**src/rtl/cyc_timer_pkg.sv**
```systemverilog
// Shared definitions for the CPU-cycle interrupt timer.
// Assumes nothing beyond a standard 8-bit write bus.
package cyc_timer_pkg;
    typedef enum logic {
        TMR_ONE_SHOT = 1'b0,
        TMR_FREE_RUN = 1'b1
    } tmr_variant_e;

    localparam int BYTE_W = 8;
endpackage

```
**src/rtl/cyc_timer_count.sv**
```systemverilog
// Counter datapath: byte-lane loads and the decrement with reload to all ones.
// It raises a one-cycle expire flag when a decrement would reach zero.
// Assumes that no more than one lane strobe is high in any cycle.
module cyc_timer_count #(
    parameter int DATA_W = 8,
    parameter int LANES  = 2,
    localparam int CNT_W = DATA_W * LANES
) (
    input  logic              clk,
    input  logic              rst_n,
    input  logic [LANES-1:0]  lane_wr,
    input  logic [DATA_W-1:0] wr_data,
    input  logic              dec_en,
    output logic [CNT_W-1:0]  count,
    output logic              expire
);
    logic             any_wr;
    logic [CNT_W-1:0] loaded;
    logic [CNT_W-1:0] cnt_d;

    assign any_wr = |lane_wr;

    // Per-lane merge of the write data into the current count.
    for (genvar g = 0; g < LANES; g++) begin : g_lane
        assign loaded[g*DATA_W +: DATA_W] =
            lane_wr[g] ? wr_data : count[g*DATA_W +: DATA_W];
    end

    // Expiry: a decrement taken from a count of one.
    assign expire = dec_en && !any_wr && (count == CNT_W'(1));

    // Next count: a load has priority over a decrement.
    always_comb begin
        cnt_d = count;
        if (any_wr) begin
            cnt_d = loaded;
        end else if (dec_en) begin
            cnt_d = expire ? {CNT_W{1'b1}} : count - CNT_W'(1);
        end
    end

    // Count register.
    always_ff @(posedge clk) begin
        if (!rst_n) begin
            count <= '0;
        end else begin
            count <= cnt_d;
        end
    end
endmodule

```
**src/rtl/cyc_timer_ctrl.sv**
```systemverilog
// Control: stored enable bit, armed flag and interrupt level.
// VARIANT selects whether expiry disarms, and whether arming or the
// interrupt is gated by the enable bit.
// Assumes that wr_lo and expire are never high together, which the datapath ensures.
module cyc_timer_ctrl
    import cyc_timer_pkg::*;
#(
    parameter tmr_variant_e VARIANT = TMR_ONE_SHOT
) (
    input  logic clk,
    input  logic rst_n,
    input  logic wr_lo,
    input  logic wr_hi,
    input  logic wr_mode,
    input  logic en_bit,
    input  logic expire,
    output logic armed,
    output logic irq
);
    logic en_q;

    // Enable bit captured from a mode write.
    always_ff @(posedge clk) begin
        if (!rst_n) begin
            en_q <= 1'b0;
        end else if (wr_mode) begin
            en_q <= en_bit;
        end
    end

    if (VARIANT == TMR_ONE_SHOT) begin : g_one_shot
        // Armed from the enable bit on a high-byte write; cleared on expiry.
        always_ff @(posedge clk) begin
            if (!rst_n) begin
                armed <= 1'b0;
            end else if (wr_hi) begin
                armed <= en_q;
            end else if (expire) begin
                armed <= 1'b0;
            end
        end

        // Interrupt set on expiry, cleared by a low-byte write.
        always_ff @(posedge clk) begin
            if (!rst_n) begin
                irq <= 1'b0;
            end else if (wr_lo) begin
                irq <= 1'b0;
            end else if (expire) begin
                irq <= 1'b1;
            end
        end
    end else begin : g_free_run
        // Any high-byte write arms; only reset disarms.
        always_ff @(posedge clk) begin
            if (!rst_n) begin
                armed <= 1'b0;
            end else if (wr_hi) begin
                armed <= 1'b1;
            end
        end

        // Interrupt follows the enable bit at expiry, cleared by a low-byte write.
        always_ff @(posedge clk) begin
            if (!rst_n) begin
                irq <= 1'b0;
            end else if (wr_lo) begin
                irq <= 1'b0;
            end else if (expire) begin
                irq <= en_q;
            end
        end
    end
endmodule

```
**src/rtl/cpu_cycle_irq_timer.sv**
```systemverilog
// Top of the CPU-cycle interrupt timer: a counter loaded a byte at a time,
// armed by a high-byte write and stepped down by processor cycles.
// Assumes that address decoding upstream asserts at most one strobe per cycle.
module cpu_cycle_irq_timer
    import cyc_timer_pkg::*;
#(
    parameter tmr_variant_e VARIANT = TMR_ONE_SHOT,
    parameter int           DATA_W  = BYTE_W
) (
    input  logic              clk,
    input  logic              rst_n,
    input  logic              cpu_tick,
    input  logic              wr_lo,
    input  logic              wr_hi,
    input  logic              wr_mode,
    input  logic [DATA_W-1:0] wr_data,
    output logic              irq
);
    localparam int LANES = 2;
    localparam int CNT_W = DATA_W * LANES;

    logic [CNT_W-1:0] cnt_val;
    logic             armed;
    logic             expire;
    logic             dec_en;

    assign dec_en = armed && cpu_tick;

    cyc_timer_count #(
        .DATA_W (DATA_W),
        .LANES  (LANES)
    ) u_count (
        .clk     (clk),
        .rst_n   (rst_n),
        .lane_wr ({wr_hi, wr_lo}),
        .wr_data (wr_data),
        .dec_en  (dec_en),
        .count   (cnt_val),
        .expire  (expire)
    );

    cyc_timer_ctrl #(
        .VARIANT (VARIANT)
    ) u_ctrl (
        .clk     (clk),
        .rst_n   (rst_n),
        .wr_lo   (wr_lo),
        .wr_hi   (wr_hi),
        .wr_mode (wr_mode),
        .en_bit  (wr_data[DATA_W-1]),
        .expire  (expire),
        .armed   (armed),
        .irq     (irq)
    );
endmodule

```
**config.mk**
```make
export PLATFORM = sky130hd
export DESIGN_NAME = cpu_cycle_irq_timer
export DESIGN_NICKNAME = d
export VERILOG_FILES = /design/src/rtl/cyc_timer_pkg.sv /design/src/rtl/cyc_timer_count.sv /design/src/rtl/cyc_timer_ctrl.sv /design/src/rtl/cpu_cycle_irq_timer.sv
export SDC_FILE = /design/constraint.sdc
export NUM_CORES = 1
export LEC_CHECK = 0
export ABC_AREA = 1
export BUFFER_PORTS_ARGS = -buffer_cell sky130_fd_sc_hd__buf_2
export CAP_MARGIN = 10
export CORE_MARGIN = 5
export CORE_UTILIZATION = 60
export CTS_CLUSTER_SIZE = 20
export DETAILED_ROUTE_END_ITERATION = 10
export PLACE_DENSITY_LB_ADDON = 0.2
export SYNTH_ARGS = -nofsm -noshare
export SYNTH_HDL_FRONTEND = slang
export SYNTH_HIERARCHICAL = 1
export SYNTH_SLANG_ARGS = --single-unit
```
**constraint.sdc**
```tcl
create_clock -name clk -period 3.45 [get_ports clk]
set_input_delay 1.035 -clock clk [delete_from_list [all_inputs] [get_ports clk]]
set_output_delay 1.035 -clock clk [all_outputs]
set_load 0.02 [all_outputs]
```
==> reports/qor.csv, run 1 <==
stage,metric,value,unit
status,status,finished clean,
global_routing,largest net degree at the start of global routing,20,
sta,skew final,6.40,ps
clocking,Hold Buf Count CTS,0,
power,Sw Share,0.378,
drt,Final ANT Viol Nets,0,
sta,headroom to the max-slew limit,0.777,
drt,DRC viols,0,
drt,total wire length,3710,um
drt,drt pass-1 iters,5,
sta,final setup margin,1370,ps
synthesis,#FFs+latches synth,19,
die,die width,59.5,um
sta,period utilization,0.603,
critical_path,startpoint types,primary input,
power,Leakage,0.000776,uW
global_routing,first-pass GRT wire length,6520,um
finish,Syn-to-layout area delta,7.33,%
drt,vias,1525,
sta,Least-Margin Pin Slew,333,ps
place,Setup WS pre-CTS,1080,ps
power,Internal,346,uW
sta,final max-slew violation count,0,
power,Psw,210,uW
die,Die Span Y,59.5,um
die,Die Area,0.00354,mm2
clocking,Num CTS Buffers,3,
place,HPWL after DPL,2830,um
power,Worst VDD drop,0.246,mV
power,Seq pwr share,0.466,
clocking,Num Clock Sinks,19,
drt,Via density,5.43,
clocking,later-pin clock latency in the skew report,300,ps
finish,Layout Nets,268,
sta,"Hold Violations, Final",0,
die,IO Pins,15,
drt,Avg WL per Cell,13.2,um
sta,"Setup violations, final",0,
finish,layout cell share with drive strength beyond 1,0.171,
die,core area,0.00241,mm2
sta,crit path time final,2080,ps
critical_path,crit-path cells,"buf_2, nor2_4, nand2_4, nand2_1, inv_1, nor2_1, a21oi_1",
clocking,Clock Tree Root,clkbuf_4,
power,PwrDens,352,mW/mm2
global_routing,grt ovf,0,
place,Placer Congestion,0.930,
place,# port buffers,14,
synthesis,asr flop ratio synth,0,
power,clock power share,0.206,
synthesis,Post-Syn Area,0.00147,mm2
critical_path,crit-path max cell delay,310,ps
critical_path,WP data arrival,2270,ps
clocking,Resized cells post-CTS,0,
critical_path,Crit Path Class,primary input to flop,
synthesis,Syn Inst Count,236,
clocking,Worst-path clk slew,110,ps
clocking,Post-CTS Setup Bufs,0,
clocking,CTS tree,built,
sta,RSZ-0062 raised after global routing,no,
critical_path,worst-path fanout max,12,
critical_path,Worst setup EP type,flop,
flow_run,maxcap violations,0,
power,Comb pwr share,0.328,
synthesis,Synth Flop Type,dfxtp_1,
synthesis,Mapped Nets,252,
synthesis,post-synthesis sequential area ratio,0.259,
synthesis,Synthesis Warnings,6,
finish,# diodes,0,
worst_hold_path,Min-Delay Path Class,flop to flop,
critical_path,WP data required,3640,ps
synthesis,number of flops mapped to enable cells by yosys,0,
die,Initial Utilization,0.610,
critical_path,critical path's slowest cell,nor2_4,
global_routing,vias in the first global route,1415,
die,Rows,18,
global_routing,initial antenna violation count,0,
sta,f_max,480,MHz
synthesis,Avg Inst Size Synth,6.22,um2
clocking,clk buf depth,2,
global_routing,Total GRT Usage,0.241,
sta,Fin Setup TNS,0,ps
clocking,CTS HTree Levels,1,
synthesis,Synth cell types,26,
drt,number of DRC markers in iteration 0,105,
## cell usage after synthesis, types with 2 or more instances
cell | number | area (um2)
dfxtp_1 | 19 | 380
nand3b_1 | 2 | 15.0
nor2_2 | 7 | 43.8
nor2_1 | 34 | 128
nand2_1 | 55 | 206
ha_1 | 2 | 25.0
nor2_4 | 8 | 90.1
inv_2 | 3 | 11.3
o21ai_1 | 2 | 10.0
nand3_1 | 20 | 100
buf_6 | 2 | 22.5
inv_1 | 28 | 105
a31oi_1 | 2 | 12.5
nand2_2 | 2 | 12.5
a21oi_1 | 18 | 90.1
o21ai_0 | 21 | 105
nand2_4 | 2 | 22.5
## cell families after synthesis
family                     Yosys count  synth area share
AOI/OAI and AO/OA                   45             0.158
adders and majority gates            2            0.0170
xor gates and xnor gates             1           0.00596
buffers and inverters               35             0.102
and+or+nand+nor                    134             0.457
DFF                                 19             0.259
## final cells by class
| cell class | count | area, um2 |
|---|---|---|
| clock buffer | 4 | 26.3 |
| fill | 220 | 833 |
| inverter | 31 | 116 |
| multi-input combinational | 182 | 938 |
| sequential | 19 | 380 |
| tap | 30 | 37.5 |
| timing repair buffer | 15 | 77.6 |
## per-layer routing
| metal | vias to the layer above | track usage | routed length (um) |
|---|---|---|---|
| met5 | - | 0 | 0 |
| met4 | 0 | 0.0809 | 71 |
| met3 | 8 | 0.0240 | 216 |
| met2 | 51 | 0.384 | 1700 |
| met1 | 680 | 0.338 | 1720 |
| li1 | 786 | - | - |
## per-stage QoR
step	hold WS [ps]	std cells	utilization	instance area, um2	total power [uW]
detailed placement	494	277	0.643	1550	443
floorplan	456	236	-	1470	401
global placement	478	277	0.643	1550	441
global route	580	281	0.654	1580	601
CTS	522	281	0.654	1580	556
finish	531	281	0.654	1580	555
## worst max-delay path, delay by kind of cell
family / cells / cell delay (ps)
compound gates: 1 / 90
buf+inv: 2 / 320
simple gates: 4 / 830
## worst paths after layout
check	cells after the start	to	slack, ps	from
hold reg to reg	2	u_ctrl/irq	530	u_ctrl/irq
setup reg to reg	11	u_ctrl/armed	1950	u_count/count[1]
hold / removal	2	u_ctrl/irq	530	u_ctrl/irq
setup / recovery	7	u_count/count[4]	1370	wr_hi
## registers in the layout, indices dropped and copies added, names as in the netlist
name           flops
u_count/count     16
u_ctrl/en_q        1
u_ctrl/armed       1
u_ctrl/irq         1
## cell usage in the layout (no fill, tap or decap), types with 2 or more instances in the layout
cell and instances:
nand2_1 55, clkbuf_4 3, inv_2 3, ha_1 2, a31oi_1 2, o21ai_1 2
nor2_4 8, nand2_2 2, dfxtp_1 19, o21ai_0 21, nand2_4 2, buf_2 14
nor2_2 7, inv_1 28, nand3_1 20, nand3b_1 2, nor2_1 34, a21oi_1 18
## power by group through the flow
stage | combinational, uW | clock [uW] | sequential, uW
global placement | 177 | 0 | 264
finish | 182 | 114 | 259
global route | 208 | 131 | 262
detailed placement | 179 | 0 | 264
CTS | 180 | 117 | 259
floorplan | 143 | 0 | 258
(Power assumes the default switching activity.)
==> run 2: changes to the inputs <==
--- a/config.mk
+++ b/config.mk
@@ -9,7 +9,7 @@
 export BUFFER_PORTS_ARGS = -buffer_cell sky130_fd_sc_hd__buf_2
 export CAP_MARGIN = 10
 export CORE_MARGIN = 5
-export CORE_UTILIZATION = 60
+export CORE_UTILIZATION = 58
 export CTS_CLUSTER_SIZE = 20
 export DETAILED_ROUTE_END_ITERATION = 10
 export PLACE_DENSITY_LB_ADDON = 0.2
==> constraint.sdc (replaced) <==
create_clock -name clk -period 1.96 [get_ports clk]
set_input_delay 0.588 -clock clk [delete_from_list [all_inputs] [get_ports clk]]
set_output_delay 0.588 -clock clk [all_outputs]
set_load 0.02 [all_outputs]
==> run 2 against run 1 <==
- utilization down 0.84 points
- final area up 0.56%
- largest cell class unchanged
- die area up 2.9%
- power up 77%
- register-to-register slack worse by 1500 ps
- sequential power up 76%
- clock power up 83%
==> reports/qor.csv, run 2 (synthesized netlist as in run 1, its figures left out) <==
stage,metric,value,unit,change
status,status,finished clean,,
clocking,CTS HTree Levels,1,,unchanged
power,Leakage,0.000783,uW,+1.0%
drt,Final ANT Viol Nets,0,,unchanged
die,core area,0.00245,mm2,+1.9%
critical_path,WP data required,2170,ps,-1470 ps
finish,Syn-to-layout area delta,7.92,%,
sta,"Hold Violations, Final",0,,unchanged
sta,skew final,8.32,ps,+1.92 ps
finish,max FFs per register,16,,unchanged
sta,RSZ-0062 raised after global routing,no,,
die,Die Area,0.00364,mm2,+2.9%
drt,total wire length,3570,um,-3.8%
power,PwrDens,621,mW/mm2,+76%
worst_hold_path,Min-Delay Path Class,primary input to flop,,
die,Rows,18,,unchanged
clocking,Hold Buf Count CTS,0,,unchanged
critical_path,WP data arrival,1710,ps,-560 ps
clocking,Num CTS Buffers,3,,unchanged
clocking,Resized cells post-CTS,0,,unchanged
die,Initial Utilization,0.598,,-0.0112
critical_path,Reg2Reg Launch Point,u_count/count[1],,
place,Area after DPL,0.00156,mm2,+0.48%
flow_run,maxcap violations,0,,unchanged
finish,largest register by flop count,u_count/count,,
finish,# diodes,0,,unchanged
die,IO Pins,15,,unchanged
global_routing,initial antenna violation count,0,,unchanged
finish,FILL cells,235,,+6.8%
critical_path,"most used cell, CP",inv_1,,
global_routing,Total GRT Usage,0.212,,-0.0296
worst_hold_path,HP Start,wr_lo,,
power,clock power share,0.212,,+0.006
power,Internal,606,uW,+75%
clocking,Post-CTS Setup Bufs,0,,unchanged
global_routing,vias in the first global route,1264,,-11%
drt,number of DRC markers in iteration 0,81,,-23%
sta,period utilization,0.765,,
place,Placer Congestion,0.954,,+2.6%
place,# port buffers,14,,unchanged
power,Psw,378,uW,+80%
finish,layout cell share with drive strength beyond 1,0.179,,+0.00726
finish,Layout Nets,269,,+0.37%
critical_path,Crit Path Class,flop to flop,,
sta,Fin Setup TNS,0,ps,unchanged
sta,crit path time final,1500,ps,
power,Sw Share,0.384,,+0.00607
drt,vias,1530,,+0.33%
critical_path,crit-path max cell delay,350,ps,+40 ps
die,Die Span Y,60.3,um,+1.4%
global_routing,largest net degree at the start of global routing,20,,unchanged
clocking,clk buf depth,2,,unchanged
die,die width,60.3,um,+1.4%
global_routing,grt ovf,0,,unchanged
sta,"Setup violations, final",0,,unchanged
clocking,Worst-path clk slew,120,ps,about the same
power,Comb pwr share,0.326,,-0.002
power,Seq pwr share,0.462,,-0.004
critical_path,worst-path fanout max,9,,-3
critical_path,Worst setup EP type,flop,,
sta,headroom to the max-slew limit,0.791,,+0.0136
sta,final max-slew violation count,0,,unchanged
critical_path,startpoint types,flop,,
drt,drt pass-1 iters,4,,-1
critical_path,crit-path cells,"inv_1, ha_1, inv_1, nor2_1, nand2_1, nor2_4, nand3_4, inv_1, inv_1, a21oi_1, nor2_1",,
drt,Avg WL per Cell,12.7,um,-4.1%
drt,DRC viols,0,,unchanged
sta,f_max,667,MHz,
clocking,CTS tree,built,,
critical_path,critical path's slowest cell,dfxtp_1,,
finish,most frequent cells in the layout,"nand2_1 (55), nor2_1 (34), inv_1 (28)",,
sta,Least-Margin Pin Slew,313,ps,-20.3 ps
place,HPWL after DPL,2760,um,-2.6%
drt,Via density,5.43,,about the same
finish,"most common cell after layout, fill and taps aside",nand2_1,,
clocking,Clock Tree Root,clkbuf_4,,
clocking,later-pin clock latency in the skew report,300,ps,about the same
clocking,Num Clock Sinks,19,,unchanged
critical_path,Worst Setup SP,u_count/count[1],,
finish,Finished Cell Area,0.00159,mm2,+0.56%
power,Worst VDD drop,0.397,mV,+61%
global_routing,first-pass GRT wire length,5800,um,-11%
## run 2: changes by cell type in the layout (fill, tap and decap cells not counted), sizes merged
cell,delta
buf,+1
clkbuf,-1
clkinv,+1
## run 2: cell type report
cell class | instances | area (um2) | area share
multi-input cells | 182 | 938 | 0.592
clock inverters | 1 | 5.00 | 0.00316
inverters | 31 | 116 | 0.0734
repair buffers | 16 | 85.1 | 0.0537
well taps | 30 | 37.5 | 0.0237
flip-flops and latches | 19 | 380 | 0.240
clock buffers | 3 | 22.5 | 0.0142
## run 2: through the flow
stage | worst slack [ps] | total power, uW | hold WS [ps] | cells | util
after floorplan | 582 | 706 | 456 | 236 | -
after global placement | 263 | 777 | 495 | 278 | 0.635
after detailed placement | 235 | 779 | 496 | 278 | 0.635
after CTS | 462 | 986 | 492 | 282 | 0.646
after global routing | 333 | 1050 | 496 | 282 | 0.646
final | 461 | 984 | 494 | 282 | 0.646
## run 2: per-layer routing
metal  share of wire  GRT usage  wire length, um
met1            0.48      0.309             1700
met2            0.43      0.306             1540
met3           0.069     0.0281              247
met4           0.024     0.0981               85
met5               0          0                0
## run 2: power groups by stage
| stage | clock network, uW | logic [uW] | registers [uW] |
|---|---|---|---|
| 2_1_floorplan | 0 | 252 | 454 |
| 3_3_place_gp | 0 | 314 | 464 |
| 3_5_place_dp | 0 | 316 | 463 |
| 4_1_cts | 214 | 317 | 454 |
| 5_1_grt | 228 | 361 | 460 |
| 6_report | 209 | 321 | 455 |
## run 2: final timing paths
kind	to	slack [ps]	depth (start not counted)
setup / recovery	u_ctrl/armed	460	11
hold / removal	u_ctrl/irq	490	2
setup reg to reg	u_ctrl/armed	460	11
hold reg to reg	u_ctrl/armed	530	2
## run 2: worst max-delay path: cells and delay by family, from the launching register on
family	cells	cell delay, ps
DFF	1	350
adders and majority gates	1	200
AOI/OAI and AO/OA	1	110
and+or+nand+nor	5	460
buffers and inverters	4	280
